**src/rtl/spi_rd_pkg.sv**
```systemverilog
package spi_rd_pkg;
  typedef enum logic [2:0] {
    ST_IDLE,
    ST_CMD,
    ST_ADDR,
    ST_DATA,
    ST_STAT,
    ST_DEAD
  } rd_state_t;

  localparam logic [7:0] OP_MEM_READ  = 8'h03;
  localparam logic [7:0] OP_STAT_READ = 8'h05;
endpackage

```
**src/rtl/spi_in_sync.sv**
```systemverilog
module spi_in_sync #(
  parameter int              W       = 4,
  parameter logic [W-1:0]    RST_VAL = '0
) (
  input  logic         clk,
  input  logic         rst_n,
  input  logic [W-1:0] din,
  output logic [W-1:0] dout
);
  for (genvar i = 0; i < W; i++) begin : g_bit
    logic meta_q;
    logic sync_q;
    always_ff @(posedge clk or negedge rst_n) begin
      if (!rst_n) begin
        meta_q <= RST_VAL[i];
        sync_q <= RST_VAL[i];
      end else begin
        meta_q <= din[i];
        sync_q <= meta_q;
      end
    end
    assign dout[i] = sync_q;
  end
endmodule

```
**src/rtl/spi_edge_det.sv**
```systemverilog
module spi_edge_det (
  input  logic clk,
  input  logic rst_n,
  input  logic sck_s,
  input  logic cs_s,
  input  logic hold_s,
  output logic sck_rise,
  output logic sck_fall
);
  logic sck_d_q;
  logic live;

  always_ff @(posedge clk or negedge rst_n) begin
    if (!rst_n) sck_d_q <= 1'b0;
    else        sck_d_q <= sck_s;
  end

  assign live     = ~cs_s & hold_s;
  assign sck_rise = live & sck_s & ~sck_d_q;
  assign sck_fall = live & ~sck_s & sck_d_q;
endmodule

```
**src/rtl/spi_rd_fsm.sv**
```systemverilog
module spi_rd_fsm
  import spi_rd_pkg::*;
#(
  parameter int AW        = 11,
  parameter int DW        = 8,
  parameter int CMD_BITS  = 8,
  parameter int ADDR_BITS = 16
) (
  input  logic          clk,
  input  logic          rst_n,
  input  logic          cs_s,
  input  logic          si_s,
  input  logic          sck_rise,
  input  logic          sck_fall,
  input  logic [DW-1:0] stat_byte,
  input  logic [DW-1:0] mem_rdata,
  output logic          so,
  output logic          out_on,
  output logic          mem_rd_en,
  output logic [AW-1:0] mem_addr
);
  localparam int SW = ((AW > CMD_BITS) ? AW : CMD_BITS) - 1;
  localparam int CW = $clog2(ADDR_BITS);
  localparam int OW = $clog2(DW);
  localparam logic [CW-1:0] CMD_LAST  = CW'(CMD_BITS - 1);
  localparam logic [CW-1:0] ADDR_LAST = CW'(ADDR_BITS - 1);
  localparam logic [OW-1:0] OUT_LAST  = OW'(DW - 1);
  localparam logic [AW-1:0] ADDR_ONE  = AW'(1);

  rd_state_t     state_q, state_d;
  logic [CW-1:0] cnt_q, cnt_d;
  logic [SW-1:0] shin_q, shin_d;
  logic [AW-1:0] addr_q, addr_d;
  logic          rden_q, rden_d;
  logic          rdv_q;
  logic [DW-1:0] nb_q;
  logic [DW-1:0] osh_q, osh_d;
  logic [OW-1:0] ocnt_q, ocnt_d;
  logic          so_q, so_d;
  logic          on_q, on_d;
  logic [DW-1:0] src_byte;
  logic [CMD_BITS-1:0] opcode;

  assign src_byte = (state_q == ST_STAT) ? stat_byte : nb_q;
  assign opcode   = {shin_q[CMD_BITS-2:0], si_s};

  always_comb begin
    state_d = state_q;
    cnt_d   = cnt_q;
    shin_d  = shin_q;
    addr_d  = addr_q;
    rden_d  = 1'b0;
    osh_d   = osh_q;
    ocnt_d  = ocnt_q;
    so_d    = so_q;
    on_d    = on_q;
    if (cs_s) begin
      state_d = ST_IDLE;
      on_d    = 1'b0;
    end else begin
      unique case (state_q)
        ST_IDLE: begin
          state_d = ST_CMD;
          cnt_d   = '0;
        end
        ST_CMD: if (sck_rise) begin
          shin_d = {shin_q[SW-2:0], si_s};
          cnt_d  = cnt_q + CW'(1);
          if (cnt_q == CMD_LAST) begin
            cnt_d  = '0;
            ocnt_d = '0;
            if (opcode == OP_MEM_READ)       state_d = ST_ADDR;
            else if (opcode == OP_STAT_READ) state_d = ST_STAT;
            else                             state_d = ST_DEAD;
          end
        end
        ST_ADDR: if (sck_rise) begin
          shin_d = {shin_q[SW-2:0], si_s};
          cnt_d  = cnt_q + CW'(1);
          if (cnt_q == ADDR_LAST) begin
            addr_d  = {shin_q[AW-2:0], si_s};
            rden_d  = 1'b1;
            ocnt_d  = '0;
            state_d = ST_DATA;
          end
        end
        ST_DATA, ST_STAT: if (sck_fall) begin
          on_d = 1'b1;
          if (ocnt_q == '0) begin
            so_d  = src_byte[DW-1];
            osh_d = {src_byte[DW-2:0], 1'b0};
            if (state_q == ST_DATA) begin
              addr_d = addr_q + ADDR_ONE;
              rden_d = 1'b1;
            end
          end else begin
            so_d  = osh_q[DW-1];
            osh_d = {osh_q[DW-2:0], 1'b0};
          end
          ocnt_d = (ocnt_q == OUT_LAST) ? '0 : ocnt_q + OW'(1);
        end
        default: ;
      endcase
    end
  end

  always_ff @(posedge clk or negedge rst_n) begin
    if (!rst_n) begin
      state_q <= ST_IDLE;
      cnt_q   <= '0;
      shin_q  <= '0;
      addr_q  <= '0;
      rden_q  <= 1'b0;
      rdv_q   <= 1'b0;
      osh_q   <= '0;
      ocnt_q  <= '0;
      so_q    <= 1'b0;
      on_q    <= 1'b0;
    end else begin
      state_q <= state_d;
      cnt_q   <= cnt_d;
      shin_q  <= shin_d;
      addr_q  <= addr_d;
      rden_q  <= rden_d;
      rdv_q   <= rden_q;
      osh_q   <= osh_d;
      ocnt_q  <= ocnt_d;
      so_q    <= so_d;
      on_q    <= on_d;
    end
  end

  always_ff @(posedge clk or negedge rst_n) begin
    if (!rst_n)     nb_q <= '0;
    else if (rdv_q) nb_q <= mem_rdata;
  end

  assign so        = so_q;
  assign out_on    = on_q;
  assign mem_rd_en = rden_q;
  assign mem_addr  = addr_q;
endmodule

```
**src/rtl/spi_rd_slave.sv**
```systemverilog
module spi_rd_slave #(
  parameter int AW        = 11,
  parameter int DW        = 8,
  parameter int CMD_BITS  = 8,
  parameter int ADDR_BITS = 16
) (
  input  logic          clk,
  input  logic          rst_n,
  input  logic          sck,
  input  logic          cs_n,
  input  logic          si,
  input  logic          hold_n,
  input  logic [1:0]    stat_prot,
  input  logic          stat_wen,
  input  logic          stat_busy,
  input  logic [DW-1:0] mem_rdata,
  output logic          so,
  output logic          so_oe,
  output logic          mem_rd_en,
  output logic [AW-1:0] mem_addr
);
  logic          sck_s, cs_s, si_s, hold_s;
  logic          sck_rise, sck_fall;
  logic          out_on;
  logic [DW-1:0] stat_byte;

  spi_in_sync #(.W(4), .RST_VAL(4'b1010)) u_sync (
    .clk  (clk),
    .rst_n(rst_n),
    .din  ({hold_n, si, cs_n, sck}),
    .dout ({hold_s, si_s, cs_s, sck_s})
  );

  spi_edge_det u_edge (
    .clk     (clk),
    .rst_n   (rst_n),
    .sck_s   (sck_s),
    .cs_s    (cs_s),
    .hold_s  (hold_s),
    .sck_rise(sck_rise),
    .sck_fall(sck_fall)
  );

  assign stat_byte = {{(DW-4){1'b0}}, stat_prot, stat_wen, stat_busy};

  spi_rd_fsm #(.AW(AW), .DW(DW), .CMD_BITS(CMD_BITS), .ADDR_BITS(ADDR_BITS)) u_fsm (
    .clk      (clk),
    .rst_n    (rst_n),
    .cs_s     (cs_s),
    .si_s     (si_s),
    .sck_rise (sck_rise),
    .sck_fall (sck_fall),
    .stat_byte(stat_byte),
    .mem_rdata(mem_rdata),
    .so       (so),
    .out_on   (out_on),
    .mem_rd_en(mem_rd_en),
    .mem_addr (mem_addr)
  );

  assign so_oe = out_on & ~cs_s & hold_s;
endmodule

```
**config.mk**
```make
export PLATFORM = sky130hd
export DESIGN_NAME = spi_rd_slave
export DESIGN_NICKNAME = d
export VERILOG_FILES = /design/src/rtl/spi_rd_pkg.sv /design/src/rtl/spi_in_sync.sv /design/src/rtl/spi_edge_det.sv /design/src/rtl/spi_rd_fsm.sv /design/src/rtl/spi_rd_slave.sv
export SDC_FILE = /design/constraint.sdc
export NUM_CORES = 1
export LEC_CHECK = 0
export ABC_AREA = 1
export BUFFER_PORTS_ARGS = -buffer_cell sky130_fd_sc_hd__clkbuf_2
export CAP_MARGIN = 15
export CORE_MARGIN = 1
export CORE_UTILIZATION = 45
export DETAILED_ROUTE_END_ITERATION = 8
export GPL_ROUTABILITY_DRIVEN = 1
export PLACE_DENSITY = 0.62
export SETUP_SLACK_MARGIN = 0.5
export SLEW_MARGIN = 20
export SYNTH_ARGS = -nofsm -noshare
export SYNTH_HDL_FRONTEND = slang
export SYNTH_HIERARCHICAL = 1
export SYNTH_SLANG_ARGS = --single-unit
```
**constraint.sdc**
```tcl
create_clock -name clk -period 2.05 [get_ports clk]
set_input_delay 0.41 -clock clk [delete_from_list [all_inputs] [get_ports clk]]
set_output_delay 0.41 -clock clk [all_outputs]
set_load 0.02 [all_outputs]
```
Yosys cells after proc, flatten, opt, wreduce, memory -nomap -nowiden --
Index checks and enable logic that the tools add are counted.
Storage, ports and cells: register bits 60, bits of input ports 18, word-level logic and storage cells 108
Cells by class: add/sub/neg operators 3, equal/unequal tests 20, mux-type cells 38, bitwise gates (word level) 10, reduce and logical (&&, ||, !) cells 17
Operators with widths (count):
- $mux W11 | 5
- $mux W3 | 12
- $pmux W11 S2 | 1
- $pmux W3 S3 | 2
- $mux W8 | 2
- $reduce_and A7 Y1 | 2
- $mux W4 | 3
- $pmux W4 S3 | 1
- $add A11 B1 Y11 const B | 1
- $mux W1 | 11
- $eq A8 B2 Y1 const B | 1
- $eq A8 B3 Y1 const B | 1
- $ne A2 B1 Y1 const B | 4
- $and A1 B1 Y1 | 7
- $eq A3 B2 Y1 const B | 2
- $eq A3 B3 Y1 const B | 2
- $logic_not A3 Y1 | 2
- $ne A2 B2 Y1 const B | 3
- $ne A3 B2 Y1 const B | 2
- $ne A3 B3 Y1 const B | 2
- $reduce_and A3 Y1 | 2
- $reduce_bool A2 Y1 | 3
- $reduce_bool A3 Y1 | 2
- $reduce_and A5 Y1 | 1
- other kinds (11) | 14

Longest topological paths before layout --
depth in word-level cells 7, gate-level depth with buffers 12, depth with buffers taken out 11

Hierarchy --
Netlist, hierarchy kept.
Modules (own cells, without submodules):
- spi_rd_fsm | instances 1, cells an instance 402, area each 2826.5 sq um
- spi_in_sync | instances 1, cells an instance 12, area each 235.2 sq um
- spi_edge_det | instances 1, cells an instance 9, area each 55.1 sq um
- spi_rd_slave | instances 1, cells an instance 3, area each 13.8 sq um

Least setup slack after synthesis --
OpenSTA, ideal clock, no wires.
path type reg2reg, start register u_sync.g_bit[3].sync_q, end register u_fsm.addr_q[2] (netlist: u_fsm/mem_addr[2]), setup time 117 ps, arrival 1475 ps, data required time 1933 ps, path slack 458 ps, stages on the path, launching flop included 10, buffers on the path 2, cells stage by stage dfstp_2 -> buf_4 -> nand2_1 -> nor2_1 -> nor2_1 -> nor3_1 -> nand3_2 -> buf_2 -> nand2_1 -> nand2_1
Between the ends: cells in the longest elaborated chain, start to end 5
RTL lines:
- from (decl) | RTL line spi_in_sync.sv:12 | logic sync_q;
- from (signal assigned) | RTL line spi_in_sync.sv:16 | sync_q <= RST_VAL[i];
- from (signal assigned) | RTL line spi_in_sync.sv:19 | sync_q <= meta_q;
- $and A1 B1 Y1 | RTL line spi_edge_det.sv:18 | assign live = ~cs_s & hold_s;
- $and A1 B1 Y1 (2 in a row) | RTL line spi_edge_det.sv:19 | assign sck_rise = live & sck_s & ~sck_d_q;
- net sck_rise | RTL line spi_rd_slave.sv:23 | logic sck_rise, sck_fall;
- $ne A2 B2 Y1 (no source line)
- $reduce_and A7 Y1 (no source line)
- to (signal assigned) | RTL line spi_rd_fsm.sv:123 | addr_q <= addr_d;
- to (decl) | RTL line spi_rd_fsm.sv:33 | logic [AW-1:0] addr_q, addr_d;
The timed path passes the listed nets, and every way through them passes these cells. A chain may end at the register's enable or synchronous reset.

Final worst setup path --
Same ends and word-level chain as after synthesis.

==> flow_metrics.py <==
metrics = {
    "worst_setup_path": {
        "crit_type": "flip-flop to flip-flop",
        "critPathLaunchType": "flip-flop",
        "r2r_start": "u_sync/g_bit[3].sync_q",
        "crit_fanout": 5,
        "r2r_cells": 9,
        "r2r_setup_slack_ps": 440,
        "critPathCaptureType": "flip-flop",
        "arrival_ps": 1890,
        "required_ps": 2330,
        "r2r_end": "u_fsm/mem_addr[2]",
    },
    "place": {
        "place.gp.congestion": 0.881,
        "pre_cts_slack_ps": 273,
        "place_hpwl_um": 4790,
        "port_buffers": 31,
    },
    "drt": {
        "wl_per_cell_um": 13.0,
        "routed-via-count": 2801,
        "wl_um": 7250,
        "dr.first_iter.drc_count": 152,
        "ant_nets": 0,
        "firstDrtPassIters": 4,
        "vias_per_cell": 5.03,
        "drcViolationCount": 0,
    },
    "logic_synthesis": {
        "synth_edf_count": 0,
        "ys_seq_area_share_pct": 47.3,
        "avgSynthCellArea_sq_um": 7.35,
        "synth_top_area_share_pct": 44.0,
        "synth_area_sq_um": 3130,
        "ys_ff_latch": 59,
        "synth_flop_cell": "dfrtp_1",
        "async_flop_share_pct": 100,
        "synth.distinct_cells": 25,
        "yosysWarnings": 6,
        "synthCells": 426,
        "synthTopCellsByArea": "dfrtp_1 44%, nand2_1 19%, nand3_1 5.4%",
        "synth_top_cell_by_area": "dfrtp_1",
    },
    "final_layout": {
        "fin_nets": 496,
        "final-seq-area_sq_um": 1490,
        "diodes": 0,
        "final_cell_mix": "150 x nand2_1, 51 x dfrtp_1, 41 x inv_1",
        "final_common_cell": "nand2_1",
        "fillCellCount": 660,
        "drive_above_1_share_pct": 23.9,
        "syn_to_final_growth_pct": 20.1,
        "multi_input_area_sq_um": 1510,
    },
    "clocking": {
        "h-tree-depth": 3,
        "cts_root_buf": "clkbuf_8",
        "clk_pin_slew_ps": 70,
        "clkLatencyLatePin_ps": 340,
        "cts_made_buffers": 9,
        "cts_buffer_depth": 2,
        "cts_tree": "yes",
        "clock_sinks": 59,
    },
    "timing": {
        "hold_viol_final": 0,
        "rsz0062_at_grt": "true",
        "slew_viol_final": 0,
        "final.setup.tns_ps": 0,
        "finalSetupViolCount": 0,
        "finClkSkew_ps": 10.2,
        "timing.final.crit_share_pct": 78.6,
        "hold_ws_ps": 26.0,
        "finalCriticalPeriod_ps": 1610,
        "max_freq_mhz": 621,
        "fin_ws_ps": 439,
    },
    "floorplan": {
        "ios": 32,
        "die_h_um": 85.4,
        "core-area_sq_um": 6760,
        "fp-row-count": 30,
        "initial_core_util_pct": 46.3,
        "die_w_um": 85.4,
        "die_area_sq_um": 7290,
    },
    "power_and_ir_drop": {
        "power.leakage_nw": 1.81,
        "ir_drop_v": 0.000415,
        "power_mw": 3.57,
        "cellPowerDensity_nw_per_um2": 950,
    },
    "worst_hold_path": {
        "hp-class": "primary input to async pin",
    },
    "global_route": {
        "overflow": 0,
        "grt_first_pass_wirelength_um": 11800,
        "grt_start_max_net_pins": 43,
        "antenna_found_initial": 0,
        "grt_pass1_vias": 2626,
        "grtUsageTotal_pct": 21.1,
    },
    "job": {
        "cap_violations": 0,
    },
    "outcome": {
        "outcome": "finished clean",
    },
}
==> how the worst max path moves through the flow <==
stage / start / endpoint / slack [ps]
after floorplan: u_sync/g_bit[3].sync_q / u_fsm/mem_addr[2] / 520
after global placement: u_sync/g_bit[1].sync_q / u_fsm/mem_addr[7] / 320
after detailed placement: u_sync/g_bit[3].sync_q / u_fsm/mem_addr[8] / 270
after CTS: u_fsm/state_q[2] / u_fsm/mem_addr[6] / 430
after global routing: u_fsm/state_q[2] / u_fsm/mem_addr[2] / 350
final: u_sync/g_bit[3].sync_q / u_fsm/mem_addr[2] / 440
==> cells in the mapped netlist, types with 4 or more instances <==
library cell / number
a21oi_1: 5
buf_4: 8
dfrtp_1: 55
dfstp_2: 4
ha_1: 5
inv_1: 45
inv_2: 4
nand2_1: 156
nand2_2: 4
nand3_1: 34
nor2_1: 35
nor3_1: 4
o21ai_0: 32
o21ai_1: 11
==> repair_timing <==
action / 4_1_cts / 5_1_grt
resized for setup: 12 / 32
setup buffers: 5 / 6
setup endpoints to repair: 38 / 42
endpoints found under the hold margin: 0 / 0
hold buffers: 0 / 0
pin swaps: 2 / 9
cloned: 1 / 1
==> sequential cells by signal (all words and copies together) (netlist names), 3 cells and up <==
register,flops
u_fsm/cnt_q,4
u_sync/g_bit.sync_q,4
u_fsm/osh_q,7
u_fsm/state_q,3
u_sync/g_bit.meta_q,4
u_fsm/mem_addr,11
u_fsm/shin_q,10
u_fsm/nb_q,8
u_fsm/ocnt_q,3
==> through the flow <==
stage / std cells / util, % / instance area, sq um
2_1_floorplan: 429 / - / 3140
3_3_place_gp: 529 / 49.4 / 3340
3_5_place_dp: 529 / 49.4 / 3340
4_1_cts: 550 / 53.4 / 3610
5_1_grt: 557 / 55.6 / 3760
6_report: 557 / 55.6 / 3760
==> cell families after synthesis <==
family / count (synthesis) / synth area share (%)
other: 1 / 0.120
AOI/OAI and AO/OA: 51 / 8.43
and+or+nand+nor: 244 / 32.4
adders and majority gates: 5 / 2.00
xor gates and xnor gates: 3 / 0.839
buffers and inverters: 63 / 8.87
DFF: 59 / 47.3
==> worst max-delay path, cell delays in order, from the launching register on <==
cell	delay, ps
dfstp_2	540
nand2_2	90
nor2_4	140
nor2_1	60
nor3_2	150
nand3_2	190
buf_6	180
clkinvlp_4	100
nand2_1	60
nand2_1	60
==> layer usage <==
| layer | up-vias | GRT usage (%) | wire, um |
|---|---|---|---|
| li1 | 1427 | - | - |
| met1 | 1304 | 26.9 | 3470 |
| met2 | 64 | 32.9 | 3440 |
| met3 | 6 | 7.78 | 269 |
| met4 | 0 | 7.42 | 70 |
| met5 | - | 0 | 0 |
==> area by class of cell <==
class,instances,area share (%)
inverter,49,4.96
sequential,59,39.5
multi-input combinational,308,40.3
timing repair inverter,1,0.200
clock inverter,5,0.799
timing repair buffer,45,7.92
tap,80,2.66
clock buffer,10,3.66
==> power breakdown <==
part | switching [mW] | internal [mW]
registers | 0.148 | 1.33
clock network | 0.460 | 0.457
logic | 0.778 | 0.399
(Power assumes the default switching activity.)
